### src/rtl/vir_pkg.sv
package vir_pkg;
  typedef enum logic [1:0] {
    SQ_IDLE = 2'd0,
    SQ_ACK1 = 2'd1,
    SQ_GAP  = 2'd2,
    SQ_ACK2 = 2'd3
  } seq_t;
endpackage

### src/rtl/vir_capture.sv
module vir_capture #(
  parameter int NUM_LINES = 8
) (
  input  logic                 clk,
  input  logic                 rst_n,
  input  logic [NUM_LINES-1:0] lines,
  input  logic [NUM_LINES-1:0] clr,
  output logic [NUM_LINES-1:0] pend
);
  logic [NUM_LINES-1:0] lines_q;
  logic [NUM_LINES-1:0] pend_nx;
  logic [NUM_LINES-1:0] rise;

  always_comb begin
    rise    = lines & ~lines_q;
    pend_nx = (pend & ~clr) | rise;
  end

  always_ff @(posedge clk or negedge rst_n) begin
    if (!rst_n) begin
      lines_q <= '0;
      pend    <= '0;
    end else begin
      lines_q <= lines;
      pend    <= pend_nx;
    end
  end

  AST_RISE_SETS_PEND: assert property (@(posedge clk) disable iff (!rst_n)
    (lines != '0 && lines_q == '0) |=> (pend != '0));
endmodule

### src/rtl/vir_resolve.sv
module vir_resolve #(
  parameter int NUM_LINES = 8,
  parameter int IDX_W     = $clog2(NUM_LINES)
) (
  input  logic [NUM_LINES-1:0] pend,
  input  logic [NUM_LINES-1:0] mask,
  input  logic [NUM_LINES-1:0] isr,
  output logic                 req_valid,
  output logic [IDX_W-1:0]     req_idx
);
  logic [NUM_LINES-1:0] cand;
  logic                 stop;

  always_comb begin
    cand      = pend & ~mask;
    req_valid = 1'b0;
    req_idx   = '0;
    stop      = 1'b0;
    for (int i = 0; i < NUM_LINES; i++) begin
      if (!stop) begin
        if (isr[i]) begin
          stop = 1'b1;
        end else if (cand[i]) begin
          req_valid = 1'b1;
          req_idx   = IDX_W'(i);
          stop      = 1'b1;
        end
      end
    end
  end

  always_comb begin
    if (req_valid) begin
      AST_GRANT_UNMASKED: assert (!mask[req_idx] && pend[req_idx]);
    end
  end
endmodule

### src/rtl/vir_ack_seq.sv
module vir_ack_seq
  import vir_pkg::*;
#(
  parameter int NUM_LINES = 8,
  parameter int IDX_W     = $clog2(NUM_LINES)
) (
  input  logic                 clk,
  input  logic                 rst_n,
  input  logic                 ack_n,
  input  logic                 eos,
  input  logic                 req_valid,
  input  logic [IDX_W-1:0]     req_idx,
  output logic [NUM_LINES-1:0] clr,
  output logic [NUM_LINES-1:0] isr,
  output logic [IDX_W-1:0]     frz_idx,
  output logic                 in_seq,
  output logic                 oe
);
  seq_t                 state, state_nx;
  logic [NUM_LINES-1:0] isr_nx;
  logic [NUM_LINES-1:0] eos_clr;
  logic [IDX_W-1:0]     frz_nx;
  logic                 first;
  logic                 take;
  logic                 hit;

  always_comb begin
    first = (state == SQ_IDLE) && !ack_n;
    take  = first && req_valid;
    clr   = take ? (NUM_LINES'(1) << req_idx) : '0;
  end

  always_comb begin
    eos_clr = '0;
    hit     = 1'b0;
    for (int i = 0; i < NUM_LINES; i++) begin
      if (isr[i] && !hit) begin
        eos_clr[i] = 1'b1;
        hit        = 1'b1;
      end
    end
    eos_clr = eos ? eos_clr : '0;
    isr_nx  = (isr & ~eos_clr) | clr;
  end

  always_comb begin
    state_nx = state;
    frz_nx   = frz_idx;
    case (state)
      SQ_IDLE: if (!ack_n) begin
        state_nx = SQ_ACK1;
        frz_nx   = req_valid ? req_idx : {IDX_W{1'b1}};
      end
      SQ_ACK1: if (ack_n)  state_nx = SQ_GAP;
      SQ_GAP:  if (!ack_n) state_nx = SQ_ACK2;
      SQ_ACK2: if (ack_n)  state_nx = SQ_IDLE;
      default: state_nx = SQ_IDLE;
    endcase
  end

  always_ff @(posedge clk or negedge rst_n) begin
    if (!rst_n) begin
      state   <= SQ_IDLE;
      isr     <= '0;
      frz_idx <= '0;
    end else begin
      state   <= state_nx;
      isr     <= isr_nx;
      frz_idx <= frz_nx;
    end
  end

  always_comb begin
    in_seq = (state != SQ_IDLE);
    oe     = ((state == SQ_GAP) || (state == SQ_ACK2)) && !ack_n;
  end

  AST_ISR_ON_ACK: assert property (@(posedge clk) disable iff (!rst_n)
    take |=> (isr != '0));
  AST_EOS_RETIRES: assert property (@(posedge clk) disable iff (!rst_n)
    (eos && isr != '0 && !take) |=> ($countones(isr) < $past($countones(isr))));
endmodule

### src/rtl/vir_responder.sv
module vir_responder
  import vir_pkg::*;
#(
  parameter int NUM_LINES   = 8,
  parameter int VEC_W       = 8,
  parameter int RSVD_TYPES  = 32
) (
  input  logic                 clk,
  input  logic                 rst_n,
  input  logic [NUM_LINES-1:0] irq_lines,
  input  logic                 cfg_we,
  input  logic                 cfg_sel,
  input  logic [VEC_W-1:0]     cfg_wdata,
  input  logic                 eos,
  input  logic                 ack_n,
  output logic                 int_req,
  output logic                 vec_oe,
  output logic [VEC_W-1:0]     vec_data
);
  localparam int IDX_W  = $clog2(NUM_LINES);
  localparam int BASE_W = VEC_W - IDX_W;

  logic [NUM_LINES-1:0] pend, clr, isr, mask, mask_nx;
  logic [BASE_W-1:0]    base_hi, base_nx;
  logic [VEC_W-1:0]     base_cand;
  logic [IDX_W-1:0]     req_idx, frz_idx;
  logic                 req_valid, in_seq, oe;

  always_comb begin
    base_cand = {cfg_wdata[VEC_W-1:IDX_W], {IDX_W{1'b0}}};
    base_nx   = base_hi;
    mask_nx   = mask;
    if (cfg_we && !cfg_sel && (base_cand >= VEC_W'(RSVD_TYPES)))
      base_nx = cfg_wdata[VEC_W-1:IDX_W];
    if (cfg_we && cfg_sel)
      mask_nx = cfg_wdata[NUM_LINES-1:0];
  end

  always_ff @(posedge clk or negedge rst_n) begin
    if (!rst_n) begin
      base_hi <= BASE_W'(RSVD_TYPES >> IDX_W);
      mask    <= '1;
    end else begin
      base_hi <= base_nx;
      mask    <= mask_nx;
    end
  end

  vir_capture #(.NUM_LINES(NUM_LINES)) u_capture (
    .clk   (clk),
    .rst_n (rst_n),
    .lines (irq_lines),
    .clr   (clr),
    .pend  (pend)
  );

  vir_resolve #(.NUM_LINES(NUM_LINES), .IDX_W(IDX_W)) u_resolve (
    .pend      (pend),
    .mask      (mask),
    .isr       (isr),
    .req_valid (req_valid),
    .req_idx   (req_idx)
  );

  vir_ack_seq #(.NUM_LINES(NUM_LINES), .IDX_W(IDX_W)) u_ack_seq (
    .clk       (clk),
    .rst_n     (rst_n),
    .ack_n     (ack_n),
    .eos       (eos),
    .req_valid (req_valid),
    .req_idx   (req_idx),
    .clr       (clr),
    .isr       (isr),
    .frz_idx   (frz_idx),
    .in_seq    (in_seq),
    .oe        (oe)
  );

  always_comb begin
    int_req  = in_seq | req_valid;
    vec_oe   = oe;
    vec_data = oe ? {base_hi, frz_idx} : '0;
  end

  AST_OE_NEEDS_ACK: assert property (@(posedge clk) disable iff (!rst_n)
    vec_oe |-> !ack_n);
  AST_VEC_FLOOR: assert property (@(posedge clk) disable iff (!rst_n)
    vec_oe |-> (vec_data >= VEC_W'(RSVD_TYPES)));
  AST_MASKED_QUIET: assert property (@(posedge clk) disable iff (!rst_n)
    (int_req && !in_seq) |-> ((pend & ~mask) != '0));
  AST_INT_HOLDS: assert property (@(posedge clk) disable iff (!rst_n)
    (!ack_n && int_req) |=> int_req);
endmodule

### config.mk
export PLATFORM = sky130hd
export DESIGN_NAME = vir_responder
export DESIGN_NICKNAME = d
export VERILOG_FILES = /design/src/rtl/vir_pkg.sv /design/src/rtl/vir_capture.sv /design/src/rtl/vir_resolve.sv /design/src/rtl/vir_ack_seq.sv /design/src/rtl/vir_responder.sv
export SDC_FILE = /design/constraint.sdc
export NUM_CORES = 1
export LEC_CHECK = 0
export ABC_AREA = 1
export BUFFER_PORTS_ARGS = -buffer_cell sky130_fd_sc_hd__buf_4
export CAP_MARGIN = 20
export CORE_MARGIN = 4
export CORE_UTILIZATION = 45
export CTS_BUF_LIST = sky130_fd_sc_hd__clkbuf_8
export CTS_CLUSTER_SIZE = 24
export DETAILED_ROUTE_END_ITERATION = 12
export PLACE_DENSITY_LB_ADDON = 0.1
export SLEW_MARGIN = 20
export SYNTH_ARGS = -nofsm -noshare
export SYNTH_HDL_FRONTEND = slang
export SYNTH_SLANG_ARGS = --single-unit
export TNS_END_PERCENT = 100
### constraint.sdc
create_clock -name clk -period 1.87 [get_ports clk]
set_input_delay 0.374 -clock clk [delete_from_list [all_inputs] [get_ports clk]]
set_output_delay 0.374 -clock clk [all_outputs]
set_load 0.005 [all_outputs]
==> metrics.cfg <==
[status]
status = finished with violations
violations = setup timing

[clock_tree]
cts_hold_buf = 0
cts_tree = built
cts.sinks = 42
cts_made_buffers = 5
cts_root_buf = clkbuf_8
clk-insertion-delay-late_ns = 0.30
path_clk_slew_ns = 0.08
clockBufferDepth = 2
h-tree-depth = 2

[critical_path]
arrival_ns = 1.72
crit_type = reg2out
crit_slowest_cell = dfstp_2
crit_path_end_kind = output pin
crit_fanout = 2
cp.required_ns = 1.50
cp_num_buf_inv = 3
start_kind = flop
cpMostUsedCell = nor2_4
slowest_delay_ns = 0.54
cp-startpoint = mask[3]
crit_chain = inv_2 > nand2_4 > nor2_4 > o21ai_2 > inv_1 > nor2_2 > nand2_2 > nor2_4 > nand3_2 > buf_6
crit_family = flip-flops
worstReg2RegStart = mask[1]

[synth]
ys_warn_count = 0
synth-seq-cells = 42
synth_cell_types = 27
synth_top_area_frac = 0.4052
syn_inst = 246
syn-cell-area_um2 = 2038
synth_seq_area_share = 0.5212
synth_nets = 273
synth_area_leader_cell = dfrtp_1
syn_area_per_cell_um2 = 8.285
ys_top_cells_by_area = dfrtp_1 41%, dfstp_2 12%, nand2_1 12%, inv_1 8.3%, nor2_1 5.3%

[timing]
hold_ws_ns = 0.05385
maxSlewHeadroom = 0.6472
finClkSkew_ns = 0.01027
worst_pin_slew_ns = 0.5292
timing.fmax_mhz = 476.5
worst_slack_ns = -0.2288
hold_viol = 0
setup_viol = 9
rsz0062_at_grt = yes
fin_crit_ns = 2.099
fin_crit_sh = 1.122
drv_slew = 0

[job]
maxCapViolations = 0

[floorplanning]
ioPinCount = 32
die_x_um = 75.30
initial_utilization = 0.4649
die_h_um = 75.30
die_area_um2 = 5670
core_area_um2 = 4384
rows = 24

[power_and_ir_drop]
total_leakage_power_uw = 0.001455
power_density_nw_per_um2 = 1291
ir_worst_vdd_v = 0.0004937
power.total_uw = 3582

[place]
place_area_um2 = 2362
dpl.hpwl_mm = 2.895
io_buffers = 31
dp_slack_ns = -0.06240
gp_congestion = 0.7956

[global_routing]
grt_pass1_vias = 1539
grt.total_usage = 0.1598
grt_max_degree = 43
overflow = 0
grt_pass1_wl_mm = 6.886
antenna_found_initial = 0

[layout]
fillers = 380
post-route-util = 0.6330
syn2layout_area_growth_pct = 36.16
num_antenna_cells = 0
layout-drive-gt1-share = 0.3787
final_area_um2 = 2775
final_nets = 327

[detailed_routing]
routed_wl_mm = 4.176
drt_iter0_drc = 88
wl_per_cell_um = 11.83
drt_drc_violations_left = 0
dr.pass1.iters = 4
antenna_left = 0
viasPerCell = 4.728
vias = 1669

[hold_path]
min_path_type = in2async

layout make-up:
type / count / area [µm²] / area share
clock inverters: 2 / 60.06 / 0.02164
repair buffers: 48 / 379.1 / 0.1366
well taps: 52 / 65.06 / 0.02344
multi-input cells: 155 / 945.9 / 0.3408
inverters: 48 / 180.2 / 0.06492
clock buffers: 6 / 82.58 / 0.02976
flip-flops and latches: 42 / 1062 / 0.3828
synth_stat cells (all sizes together):
cell type  instances
o31ai              2
nand3b             4
nand2             67
nor3               1
a21oi              3
nand4              4
nor2              35
clkbuf             1
dfrtp             33
clkinv             2
inv               46
nand3              7
dfstp              9
o21ai             24
ha                 5
nor4               1
o211ai             1
mux2               1
worst paths after layout:
kind | to | slack [ns] | depth (start not counted)
setup / recovery | int_req | -0.23 | 10
hold / removal | u_ack_seq.isr[6] | 0.05 | 1
setup reg to reg | u_capture.pend[5] | -0.14 | 15
min in group clk | u_capture.lines_q[7] | 0.18 | 1
hold reg to reg | u_capture.pend[2] | 0.48 | 2
max in group asynchronous | mask[5] | 1.44 | 1
report_power, final:
part           total (µW)  internal (µW)  leakage (µW)  switching, µW
logic                1490            644      0.000907            847
clock network         880            569     0.0000714            311
registers            1210           1090      0.000477            125
metrics by stage:
| step | cells | TNS (ns) |
|---|---|---|
| CTS | 351 | -1.328 |
| global route | 353 | -2.496 |
| global placement | 332 | 0 |
| floorplan | 246 | 0 |
| finish | 353 | -0.7254 |
| detailed placement | 332 | -0.06240 |
kinds of logic after synthesis:
group                    share of synthesized area
buffers and inverters                      0.09024
flip-flops                                  0.5212
AO/OA/AOI/OAI                              0.08103
adder cells (fa/ha/maj)                    0.03069
multiplexers                              0.005524
AND/OR/NAND/NOR                             0.2713
layout by cell type, fill, tap and decap left out, types with 6 or more instances in the layout:
master    count
dfrtp_1      33
nand2_2       8
nor2_4        6
nand2_1      53
buf_4        43
nand2_4       6
inv_1        38
o21ai_0      17
inv_2         8
nor2_1       22
dfstp_2       9
nor2_2        6
clkbuf_8      6
per-layer routing:
| metal | up-vias | routed length [µm] | track usage |
|---|---|---|---|
| met3 | 8 | 226 | 0.04090 |
| li1 | 863 | - | - |
| met5 | - | 0 | 0 |
| met2 | 30 | 1926 | 0.2483 |
| met1 | 768 | 1953 | 0.2195 |
| met4 | 0 | 70 | 0.05243 |
timing repair:
action	4_1_cts	5_1_grt
gates resized for setup	23	30
gates cloned	0	0
setup buffers	11	4
setup endpoints to repair	9	28
pin swaps	14	16
flip-flops by register name (all words and copies together) (netlist names):
name,flops
u_capture.lines_q,8
u_ack_seq.isr,8
u_ack_seq.frz_idx,3
u_capture.pend,8
base_hi,5
u_ack_seq.state,2
mask,8
Power figures use the tool's default switching activity.
